$ cat src/rtl/pm_clock_selector.sv
module pm_clock_selector (
  input  logic       clk,
  input  logic       rst_n,
  input  logic       src_we,
  input  logic [1:0] cfg_src,
  input  logic       freq_we,
  input  logic [2:0] cfg_freq,
  input  logic       sec_osc_en,
  input  logic       sleep_req,
  input  logic       wake_req,
  input  logic       ost_done,
  input  logic       int_stable,
  output logic [1:0] src_q,
  output logic [2:0] freq_idx,
  output logic       pm_active,
  output logic [2:0] clk_mux_sel,
  output logic       run_pri,
  output logic       run_sec,
  output logic       run_int
);

  localparam logic [2:0] SEL_PRI = 3'b001;
  localparam logic [2:0] SEL_SEC = 3'b010;
  localparam logic [2:0] SEL_INT = 3'b100;

  logic [1:0] src_nxt;
  logic [2:0] req_sel;

  // the low bit only moves while the secondary oscillator is enabled
  assign src_nxt = {cfg_src[1], sec_osc_en ? cfg_src[0] : src_q[0]};
  assign req_sel = src_q[1] ? SEL_INT : (src_q[0] ? SEL_SEC : SEL_PRI);

  always_ff @(posedge clk or negedge rst_n) begin
    if (!rst_n) begin
      src_q       <= 2'b00;
      freq_idx    <= 3'b000;
      pm_active   <= 1'b0;
      clk_mux_sel <= SEL_PRI;
    end else begin
      if (src_we)  src_q    <= src_nxt;
      if (freq_we) freq_idx <= cfg_freq;
      if (!pm_active && sleep_req) begin
        pm_active   <= 1'b1;
        clk_mux_sel <= req_sel;
      end else if (pm_active && wake_req) begin
        pm_active   <= 1'b0;
        clk_mux_sel <= SEL_PRI;
      end
    end
  end

  assign run_pri = clk_mux_sel[0] & ost_done;
  assign run_sec = clk_mux_sel[1];
  assign run_int = clk_mux_sel[2] & int_stable & (freq_idx != 3'b000);

  assert_mux_onehot_R6: assert property (@(posedge clk) disable iff (!rst_n)
    $countones(clk_mux_sel) == 1);

  assert_mux_moves_with_mode_R4: assert property (@(posedge clk) disable iff (!rst_n)
    !$stable(clk_mux_sel) |-> !$stable(pm_active));

  assert_sec_write_dropped_R3: assert property (@(posedge clk) disable iff (!rst_n)
    (src_we && !sec_osc_en) |=> src_q[0] == $past(src_q[0]));

  assert_wake_to_primary_R5: assert property (@(posedge clk) disable iff (!rst_n)
    (pm_active && wake_req) |=> (!pm_active && clk_mux_sel == SEL_PRI));

  assert_sleep_in_pm_ignored_R11: assert property (@(posedge clk) disable iff (!rst_n)
    (pm_active && sleep_req && !wake_req) |=> (pm_active && $stable(clk_mux_sel)));

  assert_flags_exclusive_R9: assert property (@(posedge clk) disable iff (!rst_n)
    $onehot0({run_pri, run_sec, run_int}));

endmodule

$ cat config.mk
export PLATFORM = sky130hd
export DESIGN_NAME = pm_clock_selector
export DESIGN_NICKNAME = d
export VERILOG_FILES = /design/src/rtl/pm_clock_selector.sv
export SDC_FILE = /design/constraint.sdc
export NUM_CORES = 1
export LEC_CHECK = 0
export ABC_AREA = 1
export BUFFER_PORTS_ARGS = -buffer_cell sky130_fd_sc_hd__buf_2
export CAP_MARGIN = 10
export CORE_AREA = 2 2 39 41
export DETAILED_ROUTE_END_ITERATION = 16
export DIE_AREA = 0 0 41 43
export PLACE_DENSITY = 0.58
export SLEW_MARGIN = 10
export SYNTH_ARGS = -nofsm -noshare
export SYNTH_HDL_FRONTEND = slang
export SYNTH_SLANG_ARGS = --single-unit
export TNS_END_PERCENT = 10
$ cat constraint.sdc
create_clock -name clk -period 0.9 [get_ports clk]
set_input_delay 0.18 -clock clk [delete_from_list [all_inputs] [get_ports clk]]
set_output_delay 0.18 -clock clk [all_outputs]
set_load 0.05 [all_outputs]
==> reports/results.tsv, run 1 <==
metric	value	unit
status	finished, violations left	
violations	negative setup slack	
synth_top_area_share	0.5079	
min_period	1247	ps
r2r_cells	3	
place.gp.congestion	0.6707	
postCtsSetupBuffers	0	
fin_skew	1.328	ps
synth_cell_types	12	
crit_start	clk_mux_sel[0]$_DFFE_PN1P_	
hold_viol_final	0	
gr-total-overflow	0	
clock_path_buffers	2	
dieArea	1763	um2
r2r-start	pm_active$_DFFE_PN0P_	
internal_power	0.8643	mW
numCtsBuffers	3	
grt_max_degree	10	
hold_path_depth	2	
slew_headroom	0.8347	
syn_to_final_growth	73.97	%
syn_inst	48	
io_buffers	25	
fp.coreArea	1384	um2
fin_crit_sh	1.386	
via_count	408	
yosysWarningCount	0	
power	1.458	mW
power.share.combinational	0.425	
synth_nets	62	
drc_errors	0	
fin_nets	95	
cp-endpoint	run_pri	
wl_per_cell	9.125	um
power_leakage	0.3565	nW
antenna_found_initial	0	
cts_tree	built	
finalNonFillerCells	96	
synth_ff_type	dfrtp_1	
arrival	1070	ps
grt_pass1_wl	1283	um
clk_latency	260	ps
hold_class	in2reg	
root_buffer	clkbuf_4	
start_util	0.2848	
critical_path_class	reg2out	
via_per_inst	4.250	
crit_fanout	3	
yosys-top-cells-count	14 x nand2_1, 8 x dfrtp_1, 7 x inv_1	
drv_cap	0	
required	720	ps
cp-start-kind	flop	
synth_most_common_cell	nand2_1	
vdd_drop_max	1253	uV
hold_slack	125.9	ps
drt-initial-drc-count	0	
synthTopCellsByArea	dfrtp_1 51%, nand2_1 13%, dfstp_2 6.7%	
wl_met1	379	um
grt_pass1_vias	334	
top_layer_used	met4	
num_rows	14	
wl_met3	55	um
swShare	0.4072	
layout_setup_ws	-347.5	ps
dpl.hpwl	700.2	um
layout-drive-gt1-share	0.5500	
grt_util_all_layers	0.1119	
clkPwrFrac	0.215	
seq_power_share	0.360	
rsz0062_at_grt	yes	
n_antenna_cell	0	
syn_avg_cell_area	8.211	um2
switchingPower	0.5937	mW
setup_viol	12	
fmax	801.6	MHz
pin_count	26	
ant_nets	0	
yosysTopAreaCell	dfrtp_1	
dp_cells	91	
end_kind	output pin	
synth_edf_count	0	
worstMarginPinSlew	249.7	ps
wl_met2	428	um
regToRegEndpoint	clk_mux_sel[0]$_DFFE_PN1P_	
pwr_density_cell	2127	nW/um2
dr.pass1.iters	1	
ys_seq_area_frac	0.5746	
ys_seq_elements	9	
clk_pin_slew	60	ps
die_w	41	um
drv_slew	0	
wl	876	um
cts_sinks	9	
htree_levels	1	
die_y	43	um
syn_area	394.1	um2
r2r_slack	110	ps
async_flop_share	1.000	
-- state kept, by name, summed over array words and instances, names as in the netlist --
register,count
pm_active,1
clk_mux_sel,3
freq_idx,3
src_q,2
-- placed cells by master (no fill, tap or decap) --
| cell | instances |
|---|---|
| a21oi_4 | 1 |
| buf_6 | 9 |
| nand2_2 | 2 |
| inv_2 | 1 |
| dfstp_2 | 1 |
| clkbuf_4 | 3 |
| nor2_1 | 3 |
| buf_2 | 14 |
| clkinvlp_4 | 1 |
| buf_4 | 4 |
| o21ai_0 | 5 |
| nand3_1 | 3 |
| nor2_2 | 2 |
| dfrtp_1 | 3 |
| buf_8 | 1 |
| inv_1 | 6 |
| dfrtp_2 | 5 |
| dlygate4sd3_1 | 1 |
| a21oi_1 | 1 |
| nand2_1 | 13 |
| clkbuf_1 | 1 |
-- logic make-up (layout without fill, tap and decap cells) --
group,after synthesis,count (layout),synth area share
buffers and inverters,9,41,0.09525
flip-flops,9,9,0.5746
AND/OR/NAND/NOR,23,23,0.2413
AO/OA/AOI/OAI,7,7,0.08888
-- routing by layer --
| metal | GRT usage | vias up |
|---|---|---|
| li1 | - | 214 |
| met2 | 0.1625 | 16 |
| met1 | 0.1342 | 176 |
| met4 | 0.08000 | 0 |
| met5 | 0 | - |
| met3 | 0.03141 | 2 |
-- critical path, stage by stage, from the launching register on --
cell        delay [ps]
dfstp_2            540
nand2_2             60
clkinvlp_4          70
buf_8              130
-- worst min path at each step --
stage	start	endpoint	slack, ps
2_1_floorplan	rst_n	clk_mux_sel[1]$_DFFE_PN0P_	-120
3_3_place_gp	rst_n	src_q[1]$_DFFE_PN0P_	40
3_5_place_dp	rst_n	src_q[1]$_DFFE_PN0P_	50
4_1_cts	cfg_src[1]	src_q[1]$_DFFE_PN0P_	120
5_1_grt	cfg_freq[0]	freq_idx[0]$_DFFE_PN0P_	140
6_report	wake_req	pm_active$_DFFE_PN0P_	130
-- through the flow --
step	util	instance area (um2)	worst slack, ps	setup TNS, ps
after floorplan	-	416.7	-264.9	-1343
after global placement	0.4168	576.8	-151.8	-320.0
after detailed placement	0.4168	576.8	-163.8	-345.9
after CTS	0.4946	684.4	-357.6	-2535
after global routing	0.4955	685.7	-394.5	-2818
final	0.4955	685.7	-347.5	-2394
-- layout make-up --
type / instances / area, um2
repair buffers: 29 / 226.5
clock buffers: 4 / 26.28
well taps: 16 / 20.02
flip-flops and latches: 9 / 232.7
multi-input cells: 30 / 146.4
fillers: 147 / 698.2
inverters: 8 / 33.78
-- power by group through the flow --
stage / logic (mW) / registers (mW) / clock network [mW]
after floorplan: 0.184 / 0.727 / 0
after global placement: 0.528 / 0.520 / 0
after detailed placement: 0.531 / 0.522 / 0
after CTS: 0.625 / 0.526 / 0.324
after global routing: 0.658 / 0.533 / 0.350
final: 0.620 / 0.524 / 0.314
-- repair_timing --
| action | CTS | global route |
|---|---|---|
| gates resized for setup | 23 | 1 |
| setup endpoints to repair | 12 | 12 |
| pin swaps | 1 | 0 |
| endpoints found under the hold margin | 9 | 0 |
| hold buffers | 1 | 0 |
(Power assumes the default switching activity.)
==> inputs of run 2 (changes only) <==
Settings changed: ABC_AREA 1 to 0, ABC_CLOCK_PERIOD_IN_PS set to 900, PLACE_DENSITY 0.58 to 0.59.
==> reports/results.tsv, run 2 <==
metric	value	unit	change
status	finished, violations left		
violations	negative setup slack		
synth_cell_types	20		+8
pin_count	26		unchanged
die_y	43	um	unchanged
synth-simple-area-share	0.1727		-0.06854
hold_slack	125.6	ps	-0.3050 ps
htree_levels	1		unchanged
pre_cts_ws	-236.0	ps	-72.16 ps
power_leakage	0.4025	nW	+13%
arrival	1200	ps	+130 ps
fin_skew	0.5392	ps	-0.7890 ps
min_period	1377	ps	+129.8 ps
cts_sinks	9		unchanged
num_rows	14		unchanged
fp.coreArea	1384	um2	unchanged
final_cell_mix	15 x buf_6, 13 x buf_2, 7 x dfrtp_2		
grt_pass1_vias	420		+26%
die_w	41	um	unchanged
reg_top3	clk_mux_sel x3, freq_idx x3, src_q x2		
grt_pass1_wl	1869	um	+46%
synth-compound-area-share	0.07879		-0.01010
end_kind	output pin		
antenna_found_initial	0		unchanged
ant_nets	0		unchanged
drv_cap	0		unchanged
clk_latency	260	ps	about the same
syn_avg_cell_area	12.90	um2	+57%
drt-initial-drc-count	5		+5
grt_max_degree	10		unchanged
fin_nets	86		-9.5%
layout_setup_ws	-477.3	ps	-129.8 ps
required	720	ps	about the same
wl	1142	um	+30%
grt_use_met2	0.2625		+0.1000
synth_adder_area_share	0		unchanged
synth_ff_type	dfrtp_1		
synth_most_common_cell	dfrtp_1		
place.gp.congestion	0.6913		+3.1%
async_flop_share	1.000		unchanged
synth_nets	46		-26%
numCtsBuffers	3		unchanged
vdd_drop_max	1154	uV	-7.9%
synthTopCellsByArea	dfrtp_1 48%, mux2_1 14%, dfstp_2 6.4%		
rsz0062_at_grt	yes		
n_antenna_cell	0		unchanged
syn_inst	32		-33%
dieArea	1763	um2	unchanged
cp_top_family	flip-flops		
wl_per_cell	13.13	um	+44%
fin_area	807.0	um2	+18%
crit_fanout	2		-1
syn_to_final_growth	95.45	%	
hold_viol_final	0		unchanged
fin_crit_sh	1.530		+0.1443
r2r_slack	-160	ps	-270 ps
synthMuxAreaShare	0.1606		+0.1606
cts_tree	built		
yosysWarningCount	0		unchanged
drv_slew	0		unchanged
grt.busiest_layer	met2		
hold_class	in2reg		
layout_commonest_cell	buf_6		
synthXorXnorAreaFrac	0		unchanged
met1_usage	0.1860		+0.05182
drc_errors	0		unchanged
crit_chain	o311a_4, buf_6		
layout-drive-gt1-share	0.7887		+0.2387
slew_headroom	0.8617		+0.02698
gr-total-overflow	0		unchanged
grt_util_all_layers	0.1673		+0.05544
yosysTopAreaCell	dfrtp_1		
yosys-top-cells-count	8 x dfrtp_1, 5 x mux2_1, 2 x or3b_1		
pwr_density_cell	1953	nW/um2	-8.2%
root_buffer	clkbuf_4		
cp-start-kind	flop		
via_count	409		+0.25%
place_area	635.6	um2	+10%
syn_area	412.9	um2	+4.8%
synth_top_family_by_area	simple AND/OR/NAND/NOR gates		
io_buffers	25		unchanged
worstMarginPinSlew	207.5	ps	-42.20 ps
via_per_inst	4.701		+11%
synth_top_area_share	0.4848		-0.02309
dr.pass1.iters	3		+2
fmax	726.1	MHz	-9.4%
critical_path_class	reg2out		
grt_util_met3	0.06806		+0.03665
slowest_delay	410	ps	-130 ps
crit_slowest_cell	dfrtp_2		
ys_seq_elements	9		unchanged
synth_edf_count	0		unchanged
ys_seq_area_frac	0.5485		-0.02612
tns	-3399	ps	-1005 ps
critPathBufInv	1		-1
dpl.hpwl	745.5	um	+6.5%
setup_viol	19		+7
clk_pin_slew	60	ps	about the same
start_util	0.2984		+0.01356
power	1.576	mW	+8.1%
clock_path_buffers	2		unchanged
## run 2: area by class of cell
class | instances | area [um2]
fill | 116 | 576.8
inverter | 1 | 3.754
multi-input combinational | 20 | 202.7
sequential | 9 | 235.2
timing repair buffer | 37 | 319.1
tap | 16 | 20.02
clock buffer | 4 | 26.28
## run 2: what timing repair did
action	in CTS	in global routing
hold buffers	1	0
setup endpoints to repair	20	20
hold endpoints to repair	9	0
setup buffers	1	1
resized for setup	34	2
pin swaps	3	0
## run 2: worst paths after layout
path	startpoint	endpoint	cells after the start
worst max-delay path	freq_idx[2]$_DFFE_PN0P_	run_int	2
worst min-delay path	wake_req	pm_active$_DFFE_PN0P_	2
worst max register to register	freq_idx[2]$_DFFE_PN0P_	freq_idx[2]$_DFFE_PN0P_	3
worst min register to register	src_q[0]$_DFFE_PN0P_	clk_mux_sel[0]$_DFFE_PN1P_	2
max in group asynchronous	rst_n	clk_mux_sel[0]$_DFFE_PN1P_	2
min in group asynchronous	rst_n	pm_active$_DFFE_PN0P_	2
## run 2: per-stage QoR
step,cells,util
after global placement,80,0.4593
after CTS,86,0.5723
after floorplan,32,-
after global routing,87,0.5832
final,87,0.5832
after detailed placement,80,0.4593
## run 2: cell families after synthesis
group                  count (synthesis)
buffers and inverters                  3
DFF                                    9
and+or+nand+nor                       10
AOI/OAI and AO/OA                      4
muxes                                  6
## run 2: metal layers
metal,vias to the layer above,share of wire
met3,2,0.071
met4,0,0.0088
li1,194,-
met2,22,0.53
met5,-,0
met1,191,0.38
## run 2: power breakdown
part	switching, mW	leakage [nW]	internal (mW)	total, mW
combinational	0.382	0.288	0.348	0.730
clock	0.149	0.0150	0.171	0.321
sequential	0.0530	0.0997	0.472	0.525
total	0.585	0.402	0.991	1.58
==> inputs of run 3 (changes only) <==
Settings changed: PLACE_DENSITY 0.59 to 0.65, TNS_END_PERCENT 10 to unset.
==> reports/results.tsv, run 3 (synthesis gave the netlist of run 2 again) <==
metric	value	unit	change
vdd_drop_max	1392	uV	+21%
fin_nets	90		+4.7%
wl_met1	458	um	+4.3%
num_rows	14		unchanged
clk_pin_slew	60	ps	about the same
via_per_inst	4.659		-0.89%
swShare	0.3625		-0.008622
rsz0062_at_grt	yes		
io_buffers	25		unchanged
status	finished, violations left		
clkPwrFrac	0.187		-0.016
place_area	629.4	um2	-0.98%
slowest_delay	400	ps	about the same
fin_area	879.6	um2	+9.0%
fp.coreArea	1384	um2	unchanged
r2r_slack	-150	ps	about the same
required	720	ps	about the same
grt_max_degree	10		unchanged
die_w	41	um	unchanged
drc_errors	0		unchanged
pin_count	26		unchanged
fin_skew	5.871	ps	+5.332 ps
crit_slowest_cell	dfrtp_2		
start_util	0.2984		unchanged
clock_path_buffers	2		unchanged
setup_viol	19		unchanged
dr.pass1.iters	4		+1
dieArea	1763	um2	unchanged
critPathBufInv	1		unchanged
grt_util_all_layers	0.1716		+0.004231
fin_crit_sh	1.508		-0.02257
n_antenna_cell	0		unchanged
cp_top_family	flip-flops		
power	1.678	mW	+6.5%
layout_commonest_cell	buf_6		
pwr_density_cell	1907	nW/um2	-2.3%
clk_latency	260	ps	about the same
hold_class	in2reg		
drv_cap	0		unchanged
reg_top3	clk_mux_sel x3, freq_idx x3, src_q x2		
crit_chain	o311a_4, buf_6		
fmax	736.9	MHz	+1.5%
switchingPower	0.6082	mW	+4.0%
root_buffer	clkbuf_4		
cp-start-kind	flop		
wl_met3	87	um	+7.4%
hold_viol_final	0		unchanged
slew_headroom	0.8628		+0.001090
numCtsBuffers	3		unchanged
crit_fanout	2		unchanged
final_cell_mix	16 x buf_6, 13 x buf_2, 8 x dfrtp_2		
gr-total-overflow	0		unchanged
worstMarginPinSlew	205.9	ps	-1.636 ps
cts_tree	built		
syn_to_final_growth	113.0	%	
arrival	1180	ps	-20 ps
seq_power_share	0.309		-0.024
die_y	43	um	unchanged
antenna_found_initial	0		unchanged
layout_setup_ws	-457.0	ps	+20.31 ps
cts_sinks	9		unchanged
end_kind	output pin		
layout-drive-gt1-share	0.8267		+0.03793
htree_levels	1		unchanged
dpl.hpwl	696.9	um	-6.5%
ant_nets	0		unchanged
drv_slew	0		unchanged
wl_met2	692	um	+13%
grt_pass1_vias	413		-1.7%
top_layer_used	met3		
wl	1238	um	+8.4%
min_period	1357	ps	-20.31 ps
wl_per_cell	13.60	um	+3.6%
critical_path_class	reg2out		
power.share.combinational	0.504		+0.041
via_count	424		+3.7%
power_leakage	0.4377	nW	+8.8%
internal_power	1.069	mW	+7.9%
place.gp.congestion	0.7137		+3.2%
drt-initial-drc-count	9		+4
grt_pass1_wl	1911	um	+2.2%
violations	negative setup slack		
[run 3: cell count changes in the layout (fill, tap and decap cells not counted)]
cell | previous run | this run
buf_4 | 6 | 5
dfrtp_2 | 7 | 8
nor2_1 | 1 | 0
nand2b_2 | 1 | 0
nand2b_4 | 0 | 1
buf_6 | 15 | 16
nor2_2 | 0 | 1
dfrtp_1 | 1 | 0
buf_8 | 2 | 6
[run 3: final cells by class]
class | instances | area (um2)
clock buffer | 4 | 26.28
tap | 16 | 20.02
fill | 113 | 504.2
inverter | 1 | 3.754
multi-input combinational | 20 | 210.2
sequential | 9 | 236.5
timing repair buffer | 41 | 382.9
[run 3: what timing repair did]
| item | in CTS | in global routing |
|---|---|---|
| pin swaps | 2 | 1 |
| setup buffers | 7 | 2 |
| resized for setup | 38 | 5 |
| hold endpoints to repair | 9 | 0 |
| hold buffers | 1 | 0 |
| setup endpoints to repair | 16 | 20 |
[run 3: metal layers]
layer,GRT usage,vias to the layer above
met5,0,-
met2,0.2813,18
met4,0.02000,0
met1,0.2000,204
met3,0.08377,0
li1,-,202
[run 3: path summary, 6_finish.rpt]
| check | start | endpoint | depth (start not counted) |
|---|---|---|---|
| worst max-delay path | freq_idx[2]$_DFFE_PN0P_ | run_int | 2 |
| worst max register to register | freq_idx[1]$_DFFE_PN0P_ | freq_idx[1]$_DFFE_PN0P_ | 3 |
| worst min-delay path | wake_req | pm_active$_DFFE_PN0P_ | 2 |
| worst min register to register | src_q[0]$_DFFE_PN0P_ | clk_mux_sel[0]$_DFFE_PN1P_ | 2 |
| max in group asynchronous | rst_n | clk_mux_sel[0]$_DFFE_PN1P_ | 2 |
| min in group asynchronous | rst_n | clk_mux_sel[1]$_DFFE_PN0P_ | 2 |
[run 3: worst register-to-register path: stages, from the launching register on]
cell and delay (ps):
dfrtp_2 410, buf_4 130, buf_4 130, mux2_4 270
[run 3: per-stage QoR]
step	TNS [ps]	instances	hold slack (ps)	setup slack, ps	utilization
finish	-3570	91	118.1	-457.0	0.6356
global route	-4165	91	120.5	-493.8	0.6356
CTS	-3305	89	111.3	-463.6	0.6112
detailed placement	-555.6	77	42.69	-235.3	0.4548
global placement	-529.1	77	39.46	-230.5	0.4548
floorplan	-1266	32	-115.6	-269.5	-
[run 3: power by group through the flow]
| stage | clock (mW) | sequential (mW) | combinational (mW) |
|---|---|---|---|
| 2_1_floorplan | 0 | 0.722 | 0.200 |
| 3_3_place_gp | 0 | 0.523 | 0.540 |
| 3_5_place_dp | 0 | 0.528 | 0.542 |
| 4_1_cts | 0.327 | 0.524 | 0.777 |
| 5_1_grt | 0.357 | 0.527 | 0.883 |
| 6_report | 0.313 | 0.519 | 0.846 |
